$ cat src/rtl/tt_pkg.sv
package tt_pkg;
  typedef enum logic [1:0] {SLOT_CNT, SLOT_RLD, SLOT_CMPA, SLOT_CMPB} tt_slot_e;
  typedef enum logic [1:0] {G_CTRL, G_STAT, G_MASK, G_NONE} tt_glob_e;
  localparam logic [1:0] GLOBAL_BANK = 2'd3;

  function automatic int en_bit(input int n);  return 3 * n;     endfunction
  function automatic int sel_bit(input int n); return 3 * n + 1; endfunction
  function automatic int ie_bit(input int n);  return 3 * n + 2; endfunction
endpackage

$ cat src/rtl/tt_edge_sync.sv
module tt_edge_sync #(
  parameter int STAGES = 2
) (
  input  logic clk,
  input  logic rst_n,
  input  logic async_in,
  output logic rise
);
  logic [STAGES-1:0] sync_q;
  logic              last_q;

  always_ff @(posedge clk or negedge rst_n) begin
    if (!rst_n) begin
      sync_q <= '0;
      last_q <= 1'b0;
    end else begin
      sync_q <= {sync_q[STAGES-2:0], async_in};
      last_q <= sync_q[STAGES-1];
    end
  end

  assign rise = sync_q[STAGES-1] & ~last_q;
endmodule

$ cat src/rtl/tt_channel.sv
module tt_channel #(
  parameter int W = 32
) (
  input  logic         clk,
  input  logic         rst_n,
  input  logic         tick,
  input  logic         up,
  input  logic         wr_cnt,
  input  logic         wr_rld,
  input  logic         wr_cmpa,
  input  logic         wr_cmpb,
  input  logic [W-1:0] wdata,
  output logic [W-1:0] cnt,
  output logic [W-1:0] rld,
  output logic [W-1:0] cmpa,
  output logic [W-1:0] cmpb,
  output logic         ovf_evt,
  output logic         cmpa_evt,
  output logic         cmpb_evt
);
  // returns {wrapped, next_value}
  function automatic logic [W:0] step(input logic [W-1:0] cur, input logic dir_up,
                                      input logic [W-1:0] reload);
    if (dir_up) begin
      if (cur == {W{1'b1}}) return {1'b1, reload};
      return {1'b0, cur + 1'b1};
    end
    if (cur == '0) return {1'b1, reload};
    return {1'b0, cur - 1'b1};
  endfunction

  logic [W:0] stepped;
  logic       adv;

  assign stepped  = step(cnt, up, rld);
  assign adv      = tick & ~wr_cnt;
  assign ovf_evt  = adv & stepped[W];
  assign cmpa_evt = adv & (stepped[W-1:0] == cmpa);
  assign cmpb_evt = adv & (stepped[W-1:0] == cmpb);

  always_ff @(posedge clk or negedge rst_n) begin
    if (!rst_n) begin
      cnt  <= '0;
      rld  <= '0;
      cmpa <= '0;
      cmpb <= '0;
    end else begin
      if (wr_cnt)   cnt <= wdata;
      else if (adv) cnt <= stepped[W-1:0];
      if (wr_rld)  rld  <= wdata;
      if (wr_cmpa) cmpa <= wdata;
      if (wr_cmpb) cmpb <= wdata;
    end
  end
endmodule

$ cat src/rtl/tt_top.sv
module tt_top #(
  parameter int DATA_W      = 32,
  parameter int SYNC_STAGES = 2
) (
  input  logic              clk,
  input  logic              rst_n,
  input  logic [5:0]        bus_addr,
  input  logic              bus_we,
  input  logic [DATA_W-1:0] bus_wdata,
  output logic [DATA_W-1:0] bus_rdata,
  input  logic              ext_clk,
  output logic              irq_out
);
  import tt_pkg::*;

  localparam int N_TMR  = 3;
  localparam int ST_W   = 3 * N_TMR;
  localparam int CTRL_W = ST_W + 1;
  localparam int UP_BIT = ST_W;

  logic [1:0] bank;
  logic [1:0] slot;
  assign bank = bus_addr[5:4];
  assign slot = bus_addr[3:2];

  logic [CTRL_W-1:0]             ctrl_q;
  logic [ST_W-1:0]               st_q, st_set, st_clr;
  logic [ST_W-1:0]               mask_q;
  logic [N_TMR-1:0][DATA_W-1:0]  cnt_q, rld_q, cmpa_q, cmpb_q;
  logic [N_TMR-1:0]              tick, cnt_wr, ovf_evt, cmpa_evt, cmpb_evt;
  logic                          ext_rise;
  logic                          glob_wr;

  tt_edge_sync #(.STAGES(SYNC_STAGES)) u_sync (
    .clk(clk), .rst_n(rst_n), .async_in(ext_clk), .rise(ext_rise)
  );

  for (genvar n = 0; n < N_TMR; n++) begin : g_tmr
    logic hit;
    assign hit       = bus_we && (bank == 2'(n));
    assign cnt_wr[n] = hit && (slot == SLOT_CNT);
    assign tick[n]   = ctrl_q[en_bit(n)] & (ctrl_q[sel_bit(n)] ? ext_rise : 1'b1);

    tt_channel #(.W(DATA_W)) u_ch (
      .clk(clk), .rst_n(rst_n), .tick(tick[n]), .up(ctrl_q[UP_BIT]),
      .wr_cnt(cnt_wr[n]), .wr_rld(hit && (slot == SLOT_RLD)),
      .wr_cmpa(hit && (slot == SLOT_CMPA)), .wr_cmpb(hit && (slot == SLOT_CMPB)),
      .wdata(bus_wdata), .cnt(cnt_q[n]), .rld(rld_q[n]),
      .cmpa(cmpa_q[n]), .cmpb(cmpb_q[n]),
      .ovf_evt(ovf_evt[n]), .cmpa_evt(cmpa_evt[n]), .cmpb_evt(cmpb_evt[n])
    );

    assign st_set[en_bit(n)]  = cmpa_evt[n];
    assign st_set[sel_bit(n)] = cmpb_evt[n];
    assign st_set[ie_bit(n)]  = ovf_evt[n] & ctrl_q[ie_bit(n)];
  end

  assign glob_wr = bus_we && (bank == GLOBAL_BANK);
  assign st_clr  = (glob_wr && slot == G_STAT) ? bus_wdata[ST_W-1:0] : '0;

  always_ff @(posedge clk or negedge rst_n) begin
    if (!rst_n) begin
      ctrl_q <= '0;
      mask_q <= '0;
      st_q   <= '0;
    end else begin
      if (glob_wr && slot == G_CTRL) ctrl_q <= bus_wdata[CTRL_W-1:0];
      if (glob_wr && slot == G_MASK) mask_q <= bus_wdata[ST_W-1:0];
      st_q <= (st_q & ~st_clr) | st_set;
    end
  end

  assign irq_out = |(st_q & ~mask_q);

  always_comb begin
    bus_rdata = '0;
    if (bank != GLOBAL_BANK) begin
      case (slot)
        SLOT_CNT:  bus_rdata = cnt_q[bank];
        SLOT_RLD:  bus_rdata = rld_q[bank];
        SLOT_CMPA: bus_rdata = cmpa_q[bank];
        default:   bus_rdata = cmpb_q[bank];
      endcase
    end else begin
      case (slot)
        G_CTRL:  bus_rdata = DATA_W'(ctrl_q);
        G_STAT:  bus_rdata = DATA_W'(st_q);
        G_MASK:  bus_rdata = DATA_W'(mask_q);
        default: bus_rdata = '0;
      endcase
    end
  end
endmodule

$ cat config.mk
export PLATFORM = sky130hd
export DESIGN_NAME = tt_top
export DESIGN_NICKNAME = d
export VERILOG_FILES = /design/src/rtl/tt_pkg.sv /design/src/rtl/tt_edge_sync.sv /design/src/rtl/tt_channel.sv /design/src/rtl/tt_top.sv
export SDC_FILE = /design/constraint.sdc
export NUM_CORES = 1
export LEC_CHECK = 0
export CORE_MARGIN = 5
export CORE_UTILIZATION = 44
export CTS_BUF_LIST = sky130_fd_sc_hd__clkbuf_4 sky130_fd_sc_hd__clkbuf_8 sky130_fd_sc_hd__clkbuf_16
export CTS_CLUSTER_DIAMETER = 30
export DETAILED_ROUTE_END_ITERATION = 12
export DONT_BUFFER_PORTS = 1
export PLACE_DENSITY = 0.65
export SLEW_MARGIN = 10
export SYNTH_ARGS = -nofsm -noshare
export SYNTH_HDL_FRONTEND = slang
export SYNTH_SLANG_ARGS = --single-unit
$ cat constraint.sdc
create_clock -name clk -period 4.5 [get_ports clk]
set_input_delay 0.675 -clock clk [delete_from_list [all_inputs] [get_ports clk]]
set_output_delay 0.675 -clock clk [all_outputs]
set_load 0.005 [all_outputs]
==> key figures, run 1 <==
Floorplan
  • Ports: 75
  • Initial core utilization: 44.3%
  • Die Ht: 267 microns
  • Num rows: 94
  • Die area: 0.0715 sq mm
  • Core ar.: 0.0657 sq mm
  • Die width: 267 microns

STA
  • Tmin final: 4.29 ns
  • Fin Setup TNS: 0 ns
  • Worst slew pin tran: 1.79 ns
  • Hold WS: -0.266 ns
  • Final Hold Viols: 117
  • Highest clock rate: 233 MHz
  • Skew final: 0.0598 ns
  • # setup viols final: 0
  • Worst relative slew slack: -19.1%
  • Final Cycle Share: 95.3%
  • RSZ-0062 raised after global routing: no
  • Fin. max-slew vios: 281

Setup path
  • Critical Path AT: 4.87 ns
  • CP endpoint kind: flip-flop
  • Crit Path Max Fanout: 9
  • WS Path Type: flip-flop to flip-flop
  • Crit start category: flip-flop
  • WP data required: 5.08 ns

Synth
  • Number of synthesized flops with an enable pin: 0
  • Area leader, netlist: dfrtp_1
  • Yosys warning count: 0
  • Ys flop type: dfrtp_1
  • Synth cell types: 93
  • Cells after Synth: 3277
  • Synth area leaders: dfrtp_1, mux2_2, mux2i_1, o21ai_0, xnor2_1
  • Post-synthesis cell area: 0.0291 sq mm
  • Number of synthesized register bits: 415
  • Async set-reset flop share out of synthesis: 100%
  • Share of the synthesized area in the top cell type: 35.6%
  • Syn nets: 3328
  • Synth Area per Inst: 8.89 sq um
  • Seq/Total Area, Yosys: 35.6%

Min path
  • Hold Crit Class: primary input to asynchronous set/reset pin

Routing
  • DR vias: 28100
  • Detailed-router iteration count before antenna repair: 6
  • Residual DRC: 0
  • First DRT Iteration DRCs: 3582
  • Per-cell routed wire length: 31.2 microns
  • Routed Wire Length: 134 mm
  • Drt via density: 6.56
  • Final ANT Viol Nets: 0

Power
  • Peak supply drop: 0.486 mV
  • P_int: 14200 uW
  • Pwr/cell area: 685 mW/mm^2
  • Clk pwr share: 35.0%
  • Switching portion of total power: 40.7%
  • Sequential power share: 27.2%
  • Gate power share: 37.7%
  • Switch Pwr: 9780 uW
  • Total leakage power: 0.0142 uW

Global routing
  • First-pass GRT wire length: 192 mm
  • Total Routing Usage GR: 36.3%
  • GR Overflow Total: 0
  • Pin count of the biggest net entering global routing: 416
  • Vias in the first global route: 26500
  • Initial antenna violation count: 1

Placed design
  • RePlAce Congestion: 1.04
  • DPL Wire Length: 98.9 mm
  • Buffers on Ports: 0

Clocking
  • Skew-Pair Late Insertion Delay: 0.69 ns
  • CTS tree: yes
  • CTS Sinks: 415
  • Max Root-Sink Buffers: 3
  • Root Buffer: clkbuf_16
  • PostCTS Resize Cnt: 0
  • CTS clk-pin slew, worst paths: 0.04 ns
  • H-tree depth: 3
  • Num CTS Buffers: 110
  • Post-CTS setup buffer count: 0

Final layout
  • Area Growth Syn to Fin: 20.4%
  • Final-stage net count: 3376
  • Fraction of layout cells with a size suffix above 1: 24.5%

Outcome
  • Violations in the final reports: hold timing, slew limit
  • Run status: finished, violations left

Run
  • Max-cap violations: 0
==> logic make-up after synthesis <==
logic type	after synthesis	share of synthesized area (%)
adders and majority gates	9	0.386
buffers and inverters	351	4.72
muxes	454	16.9
xor gates and xnor gates	257	7.72
and+or+nand+nor	979	16.6
DFF	415	35.6
AOI/OAI and AO/OA	812	18.0
==> layout make-up <==
class / instances / area, sq um
Multi-Input combinational cell: 2511 / 17500
Clock inverter: 65 / 940
Clock buffer: 139 / 3090
Antenna cell: 1 / 2.50
Tap cell: 864 / 1080
Sequential cell: 415 / 10400
Fill cell: 6038 / 30700
Inverter: 40 / 150
Timing Repair Buffer: 247 / 1930
==> registers in the layout, summed over array words and instances (netlist names) <==
name,cells
ctrl_q,10
u_sync.last_q,1
g_tmr.u_ch.cmpb,96
g_tmr.u_ch.rld,96
g_tmr.u_ch.cnt,96
st_q,9
mask_q,9
g_tmr.u_ch.cmpa,96
u_sync.sync_q,2
==> path summary, 6_finish.rpt <==
check	from	to	slack, ns	depth (start not counted)
max	g_tmr[1].u_ch.cnt[1]	st_q[3]	0.21	9
min	rst_n	g_tmr[2].u_ch.rld[28]	-0.27	0
max reg2reg	g_tmr[1].u_ch.cnt[1]	st_q[3]	0.21	9
min reg2reg	u_sync.sync_q[0]	u_sync.sync_q[1]	0.35	0
max in group asynchronous	rst_n	ctrl_q[9]	3.27	0
min in group clk	bus_wdata[2]	mask_q[2]	0.12	2
==> routing by layer <==
layer / global-route usage, % / wire (microns)
met5: 0 / 0
met2: 54.3 / 57300
met3: 9.29 / 13300
met4: 18.3 / 8640
met1: 49.0 / 54300
==> worst max-delay path, cell delays in order (launching register included) <==
cell and delay, ns:
dfrtp_1 0.54, ha_1 0.29, nand4_1 0.42, or3_1 0.59, nor2_1 0.39, a31oi_1 0.31
o22a_1 0.37, xnor2_1 0.56, nand4_1 0.40, o31ai_1 0.32
==> stage by stage <==
stage          worst slack (ns)  std cells  total power, uW  util, %  instance area [sq um]
2_1_floorplan              1.01       3277            11200        -                  29100
3_3_place_gp              0.398       4076            15100     47.2                  31000
3_5_place_dp              0.379       4076            15200     47.2                  31000
4_1_cts                   0.323       4280            23700     53.3                  35100
5_1_grt                  0.0225       4281            24800     53.4                  35100
6_report                  0.210       4282            24000     53.4                  35100
==> layout by cell type (no fill, tap or decap), types with 10 or more instances in the layout <==
cell type | Yosys | routed
dfrtp_1 | 415 | 414
clkbuf_4 | 0 | 12
inv_1 | 39 | 38
and4_1 | 22 | 22
a31oi_1 | 20 | 20
nand4_1 | 63 | 63
o22ai_1 | 48 | 48
mux2i_1 | 158 | 158
o221ai_1 | 13 | 13
a221o_1 | 10 | 10
buf_4 | 1 | 240
a221oi_1 | 17 | 17
or3_1 | 30 | 30
bufinv_16 | 0 | 18
xnor2_1 | 138 | 138
a22oi_1 | 33 | 33
nand2_1 | 244 | 242
nand3_1 | 90 | 90
nor2_4 | 0 | 12
and2_1 | 11 | 11
o211ai_1 | 12 | 12
a21oi_1 | 194 | 194
nor4_1 | 63 | 61
nor3_1 | 74 | 73
o31ai_1 | 17 | 17
o21ai_0 | 249 | 249
clkinv_2 | 0 | 26
a211oi_1 | 57 | 57
clkbuf_8 | 0 | 16
xor2_1 | 119 | 119
and3_1 | 23 | 23
mux2_2 | 294 | 294
nor2_1 | 281 | 269
or2_2 | 10 | 10
o221a_2 | 23 | 23
or4_1 | 17 | 17
clkbuf_16 | 0 | 111
==> synth_stat cells, types with 6 or more instances <==
| master | n |
|---|---|
| a2111oi_0 | 9 |
| a211oi_1 | 57 |
| a21o_1 | 8 |
| a21oi_1 | 194 |
| a221o_1 | 10 |
| a221oi_1 | 17 |
| a22o_1 | 8 |
| a22oi_1 | 33 |
| a31oi_1 | 20 |
| a32oi_1 | 6 |
| and2_1 | 11 |
| and3_1 | 23 |
| and4_1 | 22 |
| buf_1 | 23 |
| buf_2 | 12 |
| clkbuf_1 | 269 |
| dfrtp_1 | 415 |
| ha_1 | 9 |
| inv_1 | 39 |
| mux2_2 | 294 |
| mux2i_1 | 158 |
| nand2_1 | 244 |
| nand2b_1 | 9 |
| nand3_1 | 90 |
| nand4_1 | 63 |
| nor2_1 | 281 |
| nor3_1 | 74 |
| nor4_1 | 63 |
| nor4_2 | 7 |
| o211ai_1 | 12 |
| o21a_1 | 8 |
| o21ai_0 | 249 |
| o221a_2 | 23 |
| o221ai_1 | 13 |
| o22ai_1 | 48 |
| o31a_1 | 6 |
| o31ai_1 | 17 |
| or2_2 | 10 |
| or3_1 | 30 |
| or4_1 | 17 |
| xnor2_1 | 138 |
| xor2_1 | 119 |
==> power by group through the flow <==
| stage | clock network (uW) | logic [uW] | registers, uW |
|---|---|---|---|
| floorplan | 0 | 5730 | 5430 |
| global placement | 0 | 8620 | 6480 |
| detailed placement | 0 | 8680 | 6500 |
| CTS | 8460 | 8730 | 6460 |
| global route | 8690 | 9410 | 6660 |
| finish | 8420 | 9070 | 6550 |
Power figures use the tool's default switching activity.
==> run 2: changes to the inputs <==
--- a/config.mk
+++ b/config.mk
@@ -5,13 +5,14 @@
 export SDC_FILE = /design/constraint.sdc
 export NUM_CORES = 1
 export LEC_CHECK = 0
+export ABC_AREA = 0
 export CORE_MARGIN = 5
-export CORE_UTILIZATION = 44
+export CORE_UTILIZATION = 35
 export CTS_BUF_LIST = sky130_fd_sc_hd__clkbuf_4 sky130_fd_sc_hd__clkbuf_8 sky130_fd_sc_hd__clkbuf_16
 export CTS_CLUSTER_DIAMETER = 30
 export DETAILED_ROUTE_END_ITERATION = 12
 export DONT_BUFFER_PORTS = 1
-export PLACE_DENSITY = 0.65
+export PLACE_DENSITY = 0.55
 export SLEW_MARGIN = 10
 export SYNTH_ARGS = -nofsm -noshare
 export SYNTH_HDL_FRONTEND = slang
==> run 2 against run 1 <==
Against the previous run: wire length grew 0.18%; first-iteration DRC count rose by 7.3%; clock-buffer cell count fell by 3; critical path type unchanged; combinational power rose by 0.7%; power shrank 1.9%; worst hold slack got worse by 0.0056 ns; sequential power is 2% lower; the run still ends with hold timing, slew limit left.
==> key figures, run 2 (synthesis results as in run 1) <==
STA
  • Hold WS: -0.272 ns (was -0.266 ns)
  • Fin Setup TNS: 0 ns (unchanged)
  • Final Hold Viols: 208 (was 117)
  • Worst slew pin tran: 1.65 ns (was 1.79 ns)
  • Fin. max-slew vios: 155 (was 281)
  • Final Cycle Share: 99.7% (was 95.3%)
  • RSZ-0062 raised after global routing: no (unchanged)
  • Skew final: 0.0377 ns (was 0.0598 ns)
  • Tmin final: 4.49 ns (was 4.29 ns)
  • # setup viols final: 0 (unchanged)
  • Worst relative slew slack: -9.97% (was -19.1%)
  • Highest clock rate: 223 MHz (was 233 MHz)

Floorplan
  • Core ar.: 0.0824 sq mm (was 0.0657 sq mm)
  • Num rows: 105 (was 94)
  • Initial core utilization: 35.4% (was 44.3%)
  • Ports: 75 (unchanged)
  • Die width: 299 microns (was 267 microns)
  • Die area: 0.0891 sq mm (was 0.0715 sq mm)
  • Die Ht: 299 microns (was 267 microns)

Power
  • Sequential power share: 27.3% (was 27.2%)
  • Total leakage power: 0.0141 uW (was 0.0142 uW)
  • Switch Pwr: 9700 uW (was 9780 uW)
  • P_int: 13900 uW (was 14200 uW)
  • Clk pwr share: 34.0% (was 35.0%)
  • Peak supply drop: 0.539 mV (was 0.486 mV)
  • Switching portion of total power: 41.2% (was 40.7%)
  • Pwr/cell area: 672 mW/mm^2 (was 685 mW/mm^2)
  • Gate power share: 38.7% (was 37.7%)

Final layout
  • Area Growth Syn to Fin: 20.3% (was 20.4%)
  • Fraction of layout cells with a size suffix above 1: 24.3% (was 24.5%)
  • Commonest non-fill, non-tap cell in the layout: dfrtp_1 (unchanged)
  • # diodes: 0 (was 1)
  • Area of the multi-input gates: 0.0175 sq mm (about the same)
  • Post-layout util: 42.6% (was 53.4%)
  • Commonest cells after routing, fill and taps aside: dfrtp_1, mux2_2, nor2_1 (unchanged)
  • Filler instances: 8025 (was 6038)
  • Design Area, Final: 0.0351 sq mm (about the same)
  • Register Area: 0.0104 sq mm (unchanged)
  • Final-stage net count: 3368 (was 3376)
  • Final cell count without fillers: 4475 (was 4282)

Setup path
  • WS Path Type: flip-flop to flip-flop (unchanged)
  • CP endpoint kind: flip-flop (unchanged)
  • Critical Path AT: 5.05 ns (was 4.87 ns)
  • Crit Path Max Fanout: 10 (was 9)
  • Crit start category: flip-flop (unchanged)
  • WP data required: 5.06 ns (was 5.08 ns)

Clocking
  • Num CTS Buffers: 109 (was 110)
  • Root Buffer: clkbuf_16 (unchanged)
  • CTS clk-pin slew, worst paths: 0.04 ns (about the same)
  • CTS Sinks: 415 (unchanged)
  • Skew-Pair Late Insertion Delay: 0.66 ns (was 0.69 ns)
  • H-tree depth: 3 (unchanged)
  • Max Root-Sink Buffers: 3 (unchanged)
  • CTS tree: yes (unchanged)

Global routing
  • First-pass GRT wire length: 190 mm (was 192 mm)
  • Pin count of the biggest net entering global routing: 416 (unchanged)
  • GR Overflow Total: 0 (unchanged)
  • Initial antenna violation count: 3 (was 1)
  • Total Routing Usage GR: 28.8% (was 36.3%)
  • Vias in the first global route: 26000 (was 26500)

Placed design
  • Placed cell count: 4276 (was 4076)
  • Buffers on Ports: 0 (unchanged)
  • Dpl cell area: 0.0312 sq mm (was 0.0310 sq mm)
  • RePlAce Congestion: 1.05 (was 1.04)
  • DPL Wire Length: 101 mm (was 98.9 mm)

Routing
  • Per-cell routed wire length: 29.9 microns (was 31.2 microns)
  • Routed Wire Length: 134 mm (about the same)
  • Drt via density: 6.22 (was 6.56)
  • Detailed-router iteration count before antenna repair: 6 (unchanged)
  • DR vias: 27900 (was 28100)
  • Final ANT Viol Nets: 0 (unchanged)
  • Residual DRC: 0 (unchanged)
  • First DRT Iteration DRCs: 3844 (was 3582)

Min path
  • Hold Crit Class: primary input to asynchronous set/reset pin (unchanged)

Run
  • Max-cap violations: 0 (unchanged)

Outcome
  • Run status: finished, violations left (unchanged)
  • Violations in the final reports: hold timing, slew limit (unchanged)
[run 2: changes by cell type in the layout (fill, tap and decap cells not counted), sizes merged]
cell	delta
clkinv	-7
buf	-6
bufinv	-5
clkinvlp	+5
inv	+5
diode	-1
clkbuf	-3
dlygate4sd3	-1
[run 2: power groups by stage]
stage / registers (uW) / clock network (uW) / logic, uW
2_1_floorplan: 5430 / 0 / 5730
3_3_place_gp: 6380 / 0 / 8790
3_5_place_dp: 6400 / 0 / 8790
4_1_cts: 6360 / 8090 / 8840
5_1_grt: 6540 / 8310 / 9500
6_report: 6430 / 8020 / 9130
[run 2: what timing repair did]
| item | in CTS | in global routing |
|---|---|---|
| endpoints found under the hold margin | 415 | 415 |
| gates resized for setup | 0 | 1 |
| setup endpoints to repair | 0 | 1 |
| setup buffers | 0 | 0 |
[run 2: final cells by class]
| type | instances | area share (%) |
|---|---|---|
| Multi-Input combinational cell | 2511 | 49.9 |
| Sequential cell | 415 | 29.6 |
| Clock buffer | 136 | 8.63 |
| Timing Repair Buffer | 240 | 5.32 |
| Tap cell | 1070 | 3.82 |
| Clock inverter | 63 | 2.26 |
| Inverter | 40 | 0.428 |
[run 2: routing by layer]
layer	part of all wire [%]	vias to the layer above	GRT usage, %
met2	43	1572	43.3
met4	6.0	2	14.8
met1	42	13800	39.7
met3	8.8	330	5.31
li1	-	12200	-
met5	0.0090	-	0
[run 2: metrics by stage]
stage               total power, uW  worst slack, ns
floorplan                     11200             1.01
finish                        23600           0.0120
global placement              15200            0.171
CTS                           23300            0.129
detailed placement            15200            0.126
global route                  24300           0.0172
[run 2: final timing paths]
kind                                            start                    to  slack (ns)  depth (start not counted)
max in group asynchronous                       rst_n  g_tmr[1].u_ch.cnt[7]        3.46                          0
worst min register to register       u_sync.sync_q[0]      u_sync.sync_q[1]        0.35                          0
worst min-delay path                            rst_n  g_tmr[1].u_ch.cnt[8]       -0.27                          0
worst max register to register  g_tmr[1].u_ch.cnt[11]               st_q[3]        0.01                         11
worst max-delay path            g_tmr[1].u_ch.cnt[11]               st_q[3]        0.01                         11
min in group clk                              ext_clk      u_sync.sync_q[0]        0.04                          0
[run 2: worst max-delay path: stages (launching register included)]
cell and delay [ns]:
dfrtp_1 0.55, nand3_1 0.33, or4_1 0.84, nor2_1 0.27, buf_4 0.20, a21oi_1 0.07, o32a_1 0.28, xor2_1 0.44
nand3_1 0.32, nor4_1 0.47, nand4_1 0.32, o31ai_1 0.30
